==> src/rtl/fault_seq_pkg.sv <==
package fault_seq_pkg;
  typedef enum logic [1:0] {
    DM_OPEN  = 2'd0,
    DM_SHORT = 2'd1,
    DM_COMB  = 2'd2
  } det_mode_e;

  // Does the selected mode treat this flag pair as a fault?
  function automatic logic mode_hit(det_mode_e m, logic f_open, logic f_short);
    case (m)
      DM_OPEN:  return f_open;
      DM_SHORT: return f_short;
      DM_COMB:  return f_open | f_short;
      default:  return 1'b0;
    endcase
  endfunction

  // Result bit: 0 only for a tested, qualified, faulted channel
  function automatic logic pass_bit(logic tested, logic qualified, logic fault);
    return ~(tested & qualified & fault);
  endfunction
endpackage

==> src/rtl/fs_ctrl.sv <==
module fs_ctrl
  import fault_seq_pkg::*;
(
  input  logic      clk,
  input  logic      rst_n,
  input  logic      rsv_mode,
  input  logic      st_open,
  input  logic      st_short,
  input  logic      st_comb,
  input  logic      end_cmd,
  output logic      active,
  output det_mode_e mode,
  output logic      start_acc,
  output logic      end_in_win
);
  logic start_any;
  assign start_any  = st_open | st_short | st_comb;
  assign start_acc  = start_any & ~rsv_mode;
  assign end_in_win = end_cmd & active;

  always_ff @(posedge clk or negedge rst_n) begin
    if (!rst_n) begin
      active <= 1'b0;
      mode   <= DM_OPEN;
    end else if (start_acc) begin
      active <= 1'b1;
      if (st_comb)       mode <= DM_COMB;
      else if (st_short) mode <= DM_SHORT;
      else               mode <= DM_OPEN;
    end else if (end_cmd) begin
      active <= 1'b0;
    end
  end
endmodule

==> src/rtl/fs_chan_mon.sv <==
module fs_chan_mon
  import fault_seq_pkg::*;
#(
  parameter int ON_MIN_CYC = 125,
  localparam int CNT_W = $clog2(ON_MIN_CYC + 1)
) (
  input  logic clk,
  input  logic rst_n,
  input  logic clr,
  input  logic active,
  input  logic tested,
  input  logic drive,
  input  logic hit,
  output logic fault_q,
  output logic pass
);
  localparam logic [CNT_W-1:0] LIMIT = CNT_W'(ON_MIN_CYC);

  logic [CNT_W-1:0] on_cnt;
  logic             live;
  logic             qualified;

  assign live      = active & tested & drive;
  assign qualified = (on_cnt == LIMIT);
  assign pass      = pass_bit(tested, qualified, fault_q);

  always_ff @(posedge clk or negedge rst_n) begin
    if (!rst_n) begin
      on_cnt  <= '0;
      fault_q <= 1'b0;
    end else if (clr) begin
      on_cnt  <= '0;
      fault_q <= 1'b0;
    end else begin
      if (live && !qualified) on_cnt <= on_cnt + 1'b1;
      if (live && hit)        fault_q <= 1'b1;
    end
  end
endmodule

==> src/rtl/fs_result_shift.sv <==
module fs_result_shift #(
  parameter int NCH = 16
) (
  input  logic           clk,
  input  logic           rst_n,
  input  logic           load,
  input  logic [NCH-1:0] load_val,
  input  logic           shift_en,
  output logic [NCH-1:0] sh_q,
  output logic           sdo
);
  always_ff @(posedge clk or negedge rst_n) begin
    if (!rst_n) begin
      sh_q <= '1;
      sdo  <= 1'b1;
    end else if (load) begin
      sh_q <= load_val;
    end else if (shift_en) begin
      sdo  <= sh_q[NCH-1];
      sh_q <= {sh_q[NCH-2:0], 1'b1};
    end
  end
endmodule

==> src/rtl/led_fault_seq.sv <==
module led_fault_seq
  import fault_seq_pkg::*;
#(
  parameter int NCH        = 16,
  parameter int ON_MIN_CYC = 125
) (
  input  logic           clk,
  input  logic           rst_n,
  input  logic           cfg_rsv_mode,
  input  logic [1:0]     cfg_short_thr,
  input  logic           cmd_start_open,
  input  logic           cmd_start_short,
  input  logic           cmd_start_comb,
  input  logic           cmd_end,
  input  logic [NCH-1:0] ch_switch,
  input  logic [NCH-1:0] ch_brt_nz,
  input  logic [NCH-1:0] ch_drive,
  input  logic [NCH-1:0] flag_open,
  input  logic [NCH-1:0] flag_short,
  input  logic           shift_en,
  output logic           sdo,
  output logic           det_active,
  output logic [1:0]     thr_sel
);
  det_mode_e      mode;
  logic           start_acc;
  logic           end_in_win;
  logic [NCH-1:0] fault_vec;
  logic [NCH-1:0] pass_vec;
  logic [NCH-1:0] load_val;
  logic [NCH-1:0] shift_q;

  assign thr_sel = cfg_short_thr;

  fs_ctrl u_ctrl (
    .clk       (clk),
    .rst_n     (rst_n),
    .rsv_mode  (cfg_rsv_mode),
    .st_open   (cmd_start_open),
    .st_short  (cmd_start_short),
    .st_comb   (cmd_start_comb),
    .end_cmd   (cmd_end),
    .active    (det_active),
    .mode      (mode),
    .start_acc (start_acc),
    .end_in_win(end_in_win)
  );

  for (genvar g = 0; g < NCH; g++) begin : g_ch
    fs_chan_mon #(.ON_MIN_CYC(ON_MIN_CYC)) u_mon (
      .clk    (clk),
      .rst_n  (rst_n),
      .clr    (start_acc),
      .active (det_active),
      .tested (ch_switch[g] & ch_brt_nz[g]),
      .drive  (ch_drive[g]),
      .hit    (mode_hit(mode, flag_open[g], flag_short[g])),
      .fault_q(fault_vec[g]),
      .pass   (pass_vec[g])
    );
  end

  assign load_val = end_in_win ? pass_vec : '1;

  fs_result_shift #(.NCH(NCH)) u_shift (
    .clk     (clk),
    .rst_n   (rst_n),
    .load    (cmd_end),
    .load_val(load_val),
    .shift_en(shift_en),
    .sh_q    (shift_q),
    .sdo     (sdo)
  );
endmodule

==> config.mk <==
export PLATFORM = sky130hd
export DESIGN_NAME = led_fault_seq
export DESIGN_NICKNAME = d
export VERILOG_FILES = /design/src/rtl/fault_seq_pkg.sv /design/src/rtl/fs_ctrl.sv /design/src/rtl/fs_chan_mon.sv /design/src/rtl/fs_result_shift.sv /design/src/rtl/led_fault_seq.sv
export SDC_FILE = /design/constraint.sdc
export NUM_CORES = 1
export LEC_CHECK = 0
export BUFFER_PORTS_ARGS = -buffer_cell sky130_fd_sc_hd__buf_2
export CORE_ASPECT_RATIO = 2
export CORE_MARGIN = 2
export CORE_UTILIZATION = 55
export CTS_CLUSTER_DIAMETER = 60
export CTS_CLUSTER_SIZE = 40
export DETAILED_ROUTE_END_ITERATION = 10
export PLACE_DENSITY = 0.76
export SYNTH_ARGS = -nofsm -noshare
export SYNTH_HDL_FRONTEND = slang
export SYNTH_SLANG_ARGS = --single-unit
==> constraint.sdc <==
create_clock -name clk -period 2.6 [get_ports clk]
set_input_delay 0.78 -clock clk [delete_from_list [all_inputs] [get_ports clk]]
set_output_delay 0.78 -clock clk [all_outputs]
set_load 0.05 [all_outputs]
==> impl_metrics.toml, run 1 <==
[cts]
cts-htree-levels = 4
clk_path_buf_depth = 2
hold_buffers = 0
clk_pin_slew_worst_paths_ns = 0.06
cts_buffers = 17
postCtsSetupRepairBufs = 0
insertion_delay_ns = 0.42
cts-root-buf = "clkbuf_16"
post_cts_resized = 0
clock-sinks = 148
cts_tree = "built"

[sta]
fin_skew_ns = 0.0123
hold_viol_final = 0
max_freq_mhz = 490
finalCriticalPeriod_ns = 2.04
final_max_slew_viol_count = 0
setup_ws_ns = 0.559
tns_ns = 0
worst_pin_slew_ns = 0.705
worst_hold_slack_ns = 0.283
fin_crit_sh_pct = 78.5
slew_headroom_pct = 52.9
setup_viol = 0
grt_setup_unrepaired = "no"

[synthesis]
synth-main-ff-cell = "dfrtp_1"
yosysSeqAreaShare_pct = 45.7
synth.distinct_cells = 48
synth.most_common_cell = "dfrtp_1"
syn_area_um2 = 8160
netlist_top_cells_count = "131 x dfrtp_1, 106 x nor2_1, 66 x nand2_1, 63 x a21oi_1, 62 x xor2_1"
synthCells = 855
netlist.area_leader.share_pct = 40.2
syn_nets = 977
synth-seq-cells = 148
synth_top_cell_by_area = "dfrtp_1"
synthTopCellsByArea = "dfrtp_1 40%, xor2_1 6.7%, dfstp_2 5.5%"
synth-edff-count = 0
syn_avg_cell_area_um2 = 9.54
ys_warn_count = 0
async_flop_share_pct = 100

[placement]
portBuffers = 89
pre_cts_ws_ns = 0.391
gp_congestion = 0.860
placed_area_um2 = 8810
post-dp-hpwl_um = 13200
placedCellCount = 1116

[global_routing]
gr-total-overflow = 0
grt_pass1_wl_um = 31500
antenna_found_initial = 0
grt_pass1_vias = 6518
grt_max_degree = 47
grt.total_usage_pct = 24.5

[pwr]
design_power_total_mw = 5.68
switchingPower_mw = 1.35
leakagePower_nw = 4.20
pwr-share-comb_pct = 8.4
power_per_cell_area_nw_per_um2 = 599
internal-power_mw = 4.33
clkPwrFrac_pct = 48.7
sw_frac_of_total_pct = 23.8
seqPwrFrac_pct = 42.9
peakVddDrop_mv = 0.486

[floorplan]
rows = 63
io_pins = 94
start_util_pct = 55.6
fp.dieW_um = 90.1
core_um2 = 14700
die_h_um = 176
dieArea_um2 = 15900

[drt]
ant_nets = 0
drt_iter0_drc = 403
via_per_inst = 5.79
wl_um = 18700
drc = 0
avgRoutedWirePerCell_um = 16.3
first_pass_iters = 5
num_vias = 6654

[critical_path]
slowest_delay_ns = 0.34
r2r_end = "g_ch[6].u_mon.on_cnt[5]$_DFFE_PN0P_"
required_ns = 1.82
worstPathCellList = "buf_4, buf_2"
ff2ff_setup_slack_ns = 0.89
crit_path_end_kind = "output port"
crit_arrival_ns = 1.26
ff2ff_path_depth = 5
r2r-start = "u_ctrl.active$_DFFE_PN0P_"
worstPathMaxFanout = 11
cp-start-kind = "flop"
crit_type = "flop to output port"
critPathSlowestCell = "dfrtp_1"

[finish]
final_area_um2 = 9490
area_growth_pct = 16.3
final_cells = 1149
utilization_pct = 64.7
nNetsFinal = 1062
layout-drive-gt1-share_pct = 20.5

[flow_run]
cap_violations = 0

[outcome]
outcome = "finished, final reports clean"

[worst_hold_path]
hp-class = "primary input to async pin"
[sequential cells by signal, summed over array words and instances, names as in the netlist]
register            flops
g_ch.u_mon.fault_q     16
u_ctrl.active           1
g_ch.u_mon.on_cnt     112
u_ctrl.mode             2
u_shift.sh_q           16
u_shift.sdo             1
[area by class of cell]
cell class / instances / area (µm²)
Antenna cell: 1 / 2.50
Inverter: 28 / 105
Clock inverter: 13 / 219
Multi-Input combinational cell: 635 / 4090
Timing Repair Buffer: 110 / 647
Sequential cell: 148 / 3720
Tap cell: 195 / 244
Fill cell: 1207 / 5170
Clock buffer: 19 / 453
[logic make-up after synthesis]
group                      Yosys count  share of synthesized area (%)
xor gates and xnor gates            66                           7.09
adders and majority gates           32                           4.91
DFF                                148                           45.7
muxes                                9                           1.12
AOI/OAI and AO/OA                  193                           16.1
and+or+nand+nor                    335                           20.9
buffers and inverters               72                           4.28
[layer usage]
layer  track usage (%)  up-vias  routed length (µm)
li1                  -     3236                   -
met1              31.9     3208                8040
met2              40.7      180                9220
met3              5.21       30                 953
met4              8.53        0                 477
met5                 0        -                   0
[power groups by stage]
stage | Combinational [mW] | Clock (mW) | Sequential, mW
6_report | 0.479 | 2.77 | 2.44
5_1_grt | 0.539 | 2.90 | 2.44
4_1_cts | 0.485 | 2.81 | 2.43
3_5_place_dp | 0.481 | 0 | 2.48
3_3_place_gp | 0.468 | 0 | 2.47
2_1_floorplan | 0.261 | 0 | 2.46
[how the worst max path moves through the flow]
stage	startpoint	endpoint	slack, ns	depth (start not counted)
6_report	u_ctrl.active$_DFFE_PN0P_	det_active	0.56	2
3_3_place_gp	cmd_start_open	g_ch[5].u_mon.on_cnt[5]$_DFFE_PN0P_	0.45	5
5_1_grt	u_ctrl.active$_DFFE_PN0P_	det_active	0.51	2
3_5_place_dp	cmd_start_open	g_ch[4].u_mon.on_cnt[5]$_DFFE_PN0P_	0.39	5
4_1_cts	u_ctrl.active$_DFFE_PN0P_	det_active	0.54	2
2_1_floorplan	ch_drive[5]	g_ch[5].u_mon.on_cnt[5]$_DFFE_PN0P_	0.76	5
[critical path: cells and delay by family, from the launching register on]
kind / cells / cell delay [ns]
buffers and inverters: 2 / 0.50
flip-flops: 1 / 0.34
[cell usage in the layout, fill, tap and decap left out, types with 10 or more instances in the layout]
cell type / netlist / final
dfrtp_1: 131 / 131
nor2_1: 106 / 105
buf_2: 18 / 88
nand2_1: 66 / 66
a21oi_1: 63 / 63
xor2_1: 62 / 62
o211ai_1: 38 / 38
o21ai_0: 33 / 33
ha_1: 32 / 32
and3_1: 31 / 31
nand4_1: 31 / 31
inv_1: 28 / 28
nor4_1: 18 / 18
buf_4: 3 / 18
clkbuf_16: 0 / 17
dfstp_2: 17 / 17
nand3_1: 16 / 16
o2bb2ai_1: 15 / 15
or2_2: 12 / 12
a211oi_1: 10 / 10
(Power assumes the default switching activity.)
==> inputs of run 2 (changes only) <==
clock period = 2 ns   (was 2.6 ns; I/O delays follow)
==> impl_metrics.toml, run 2 (same netlist as run 1, synthesis figures left out) <==
[outcome]
outcome = "finished, final reports clean"

[critical_path]
ff2ff_setup_slack_ns = 0.25
crit_arrival_ns = 1.24
critPathSlowestCell = "dfrtp_1"
ff2ff_path_depth = 6
slowest_delay_ns = 0.34
cp_num_buf_inv = 2
critPathTopFamily = "buffers and inverters"
crit_type = "flop to output port"
worstPathCellList = "buf_4, buf_2"
cp-start-kind = "flop"
r2r_end = "g_ch[4].u_mon.on_cnt[0]$_DFFE_PN0P_"
crit_path_end_kind = "output port"
worstPathMaxFanout = 10
r2r-start = "g_ch[4].u_mon.on_cnt[1]$_DFFE_PN0P_"
required_ns = 1.40

[sta]
tns_ns = 0
final_max_slew_viol_count = 0
worst_hold_slack_ns = 0.0874
max_freq_mhz = 544
finalCriticalPeriod_ns = 1.84
setup_viol = 0
fin_skew_ns = 0.00980
fin_crit_sh_pct = 91.9
slew_headroom_pct = 60.9
grt_setup_unrepaired = "no"
setup_ws_ns = 0.161
hold_viol_final = 0
worst_pin_slew_ns = 0.585

[cts]
cts_buffers = 17
postCtsSetupRepairBufs = 0
cts-root-buf = "clkbuf_16"
clk_pin_slew_worst_paths_ns = 0.06
hold_buffers = 0
clock-sinks = 148
clk_path_buf_depth = 2
cts-htree-levels = 4
cts_tree = "built"
post_cts_resized = 0
insertion_delay_ns = 0.42

[drt]
first_pass_iters = 4
drc = 0
drt_iter0_drc = 388
via_per_inst = 5.79
wl_um = 18900
ant_nets = 0
avgRoutedWirePerCell_um = 16.3
num_vias = 6694

[global_routing]
grt_pass1_wl_um = 31900
grt_max_degree = 40
grt.total_usage_pct = 24.8
gr-total-overflow = 0
grt_pass1_vias = 6799
antenna_found_initial = 2

[floorplan]
start_util_pct = 55.6
io_pins = 94
fp.dieW_um = 90.1
dieArea_um2 = 15900
core_um2 = 14700
rows = 63
die_h_um = 176

[finish]
layout-drive-gt1-share_pct = 21.0
nNetsFinal = 1070
final_area_um2 = 9580
layout_commonest_cell = "dfrtp_1"
final_cells = 1157
largest_register_ffs = 112
area_growth_pct = 17.4
utilization_pct = 65.3
top_regs = "g_ch.u_mon.on_cnt x112, g_ch.u_mon.fault_q x16, u_shift.sh_q x16"
final_cell_mix = "131 x dfrtp_1, 105 x nor2_1, 88 x buf_2"
regMostFlops = "g_ch.u_mon.on_cnt"

[placement]
placedCellCount = 1124
placed_area_um2 = 8880
post-dp-hpwl_um = 13200
gp_congestion = 0.866
pre_cts_ws_ns = 0.0133
portBuffers = 89

[pwr]
leakagePower_nw = 4.25
design_power_total_mw = 7.52
peakVddDrop_mv = 0.622
power_per_cell_area_nw_per_um2 = 785

[flow_run]
cap_violations = 0

[worst_hold_path]
hp-class = "primary input to async pin"
-- run 2: cell types whose count changed in the layout (fill, tap and decap cells not counted), sizes merged --
| cell | before | now |
|---|---|---|
| buf | 110 | 118 |
| inv | 32 | 29 |
| clkinvlp | 1 | 2 |
| clkbuf | 19 | 21 |
| bufinv | 5 | 6 |
| clkinv | 3 | 2 |
-- run 2: worst max-delay path by stage --
stage / from / endpoint / depth (start not counted)
after floorplan: u_ctrl.active$_DFFE_PN0P_ / g_ch[8].u_mon.on_cnt[5]$_DFFE_PN0P_ / 6
after global placement: cmd_start_open / g_ch[15].u_mon.on_cnt[5]$_DFFE_PN0P_ / 5
after detailed placement: cmd_start_open / g_ch[6].u_mon.on_cnt[5]$_DFFE_PN0P_ / 5
after CTS: u_ctrl.active$_DFFE_PN0P_ / det_active / 2
after global routing: g_ch[4].u_mon.on_cnt[1]$_DFFE_PN0P_ / g_ch[4].u_mon.on_cnt[1]$_DFFE_PN0P_ / 6
final: u_ctrl.active$_DFFE_PN0P_ / det_active / 2
-- run 2: cell type report --
| class | instances | area, µm² |
|---|---|---|
| clock inverter | 11 | 221 |
| clock buffer | 21 | 470 |
| antenna | 1 | 2.50 |
| inverter | 28 | 105 |
| tap | 195 | 244 |
| multi-input combinational | 635 | 4090 |
| sequential | 148 | 3720 |
| fill | 1163 | 5080 |
| timing repair buffer | 118 | 719 |
-- run 2: power by group --
part | switching, mW | internal, mW
clock network | 1.27 | 2.45
registers | 0.0642 | 3.09
logic | 0.402 | 0.251
total | 1.73 | 5.79
-- run 2: per-layer routing --
metal | wire length (µm) | track usage (%) | up-vias | part of all wire [%]
met5 | 11 | 0 | - | 0.058
met4 | 456 | 9.23 | 2 | 2.4
li1 | - | - | 3243 | -
met3 | 800 | 4.87 | 37 | 4.2
met1 | 7890 | 30.2 | 3250 | 42
met2 | 9740 | 43.5 | 162 | 52
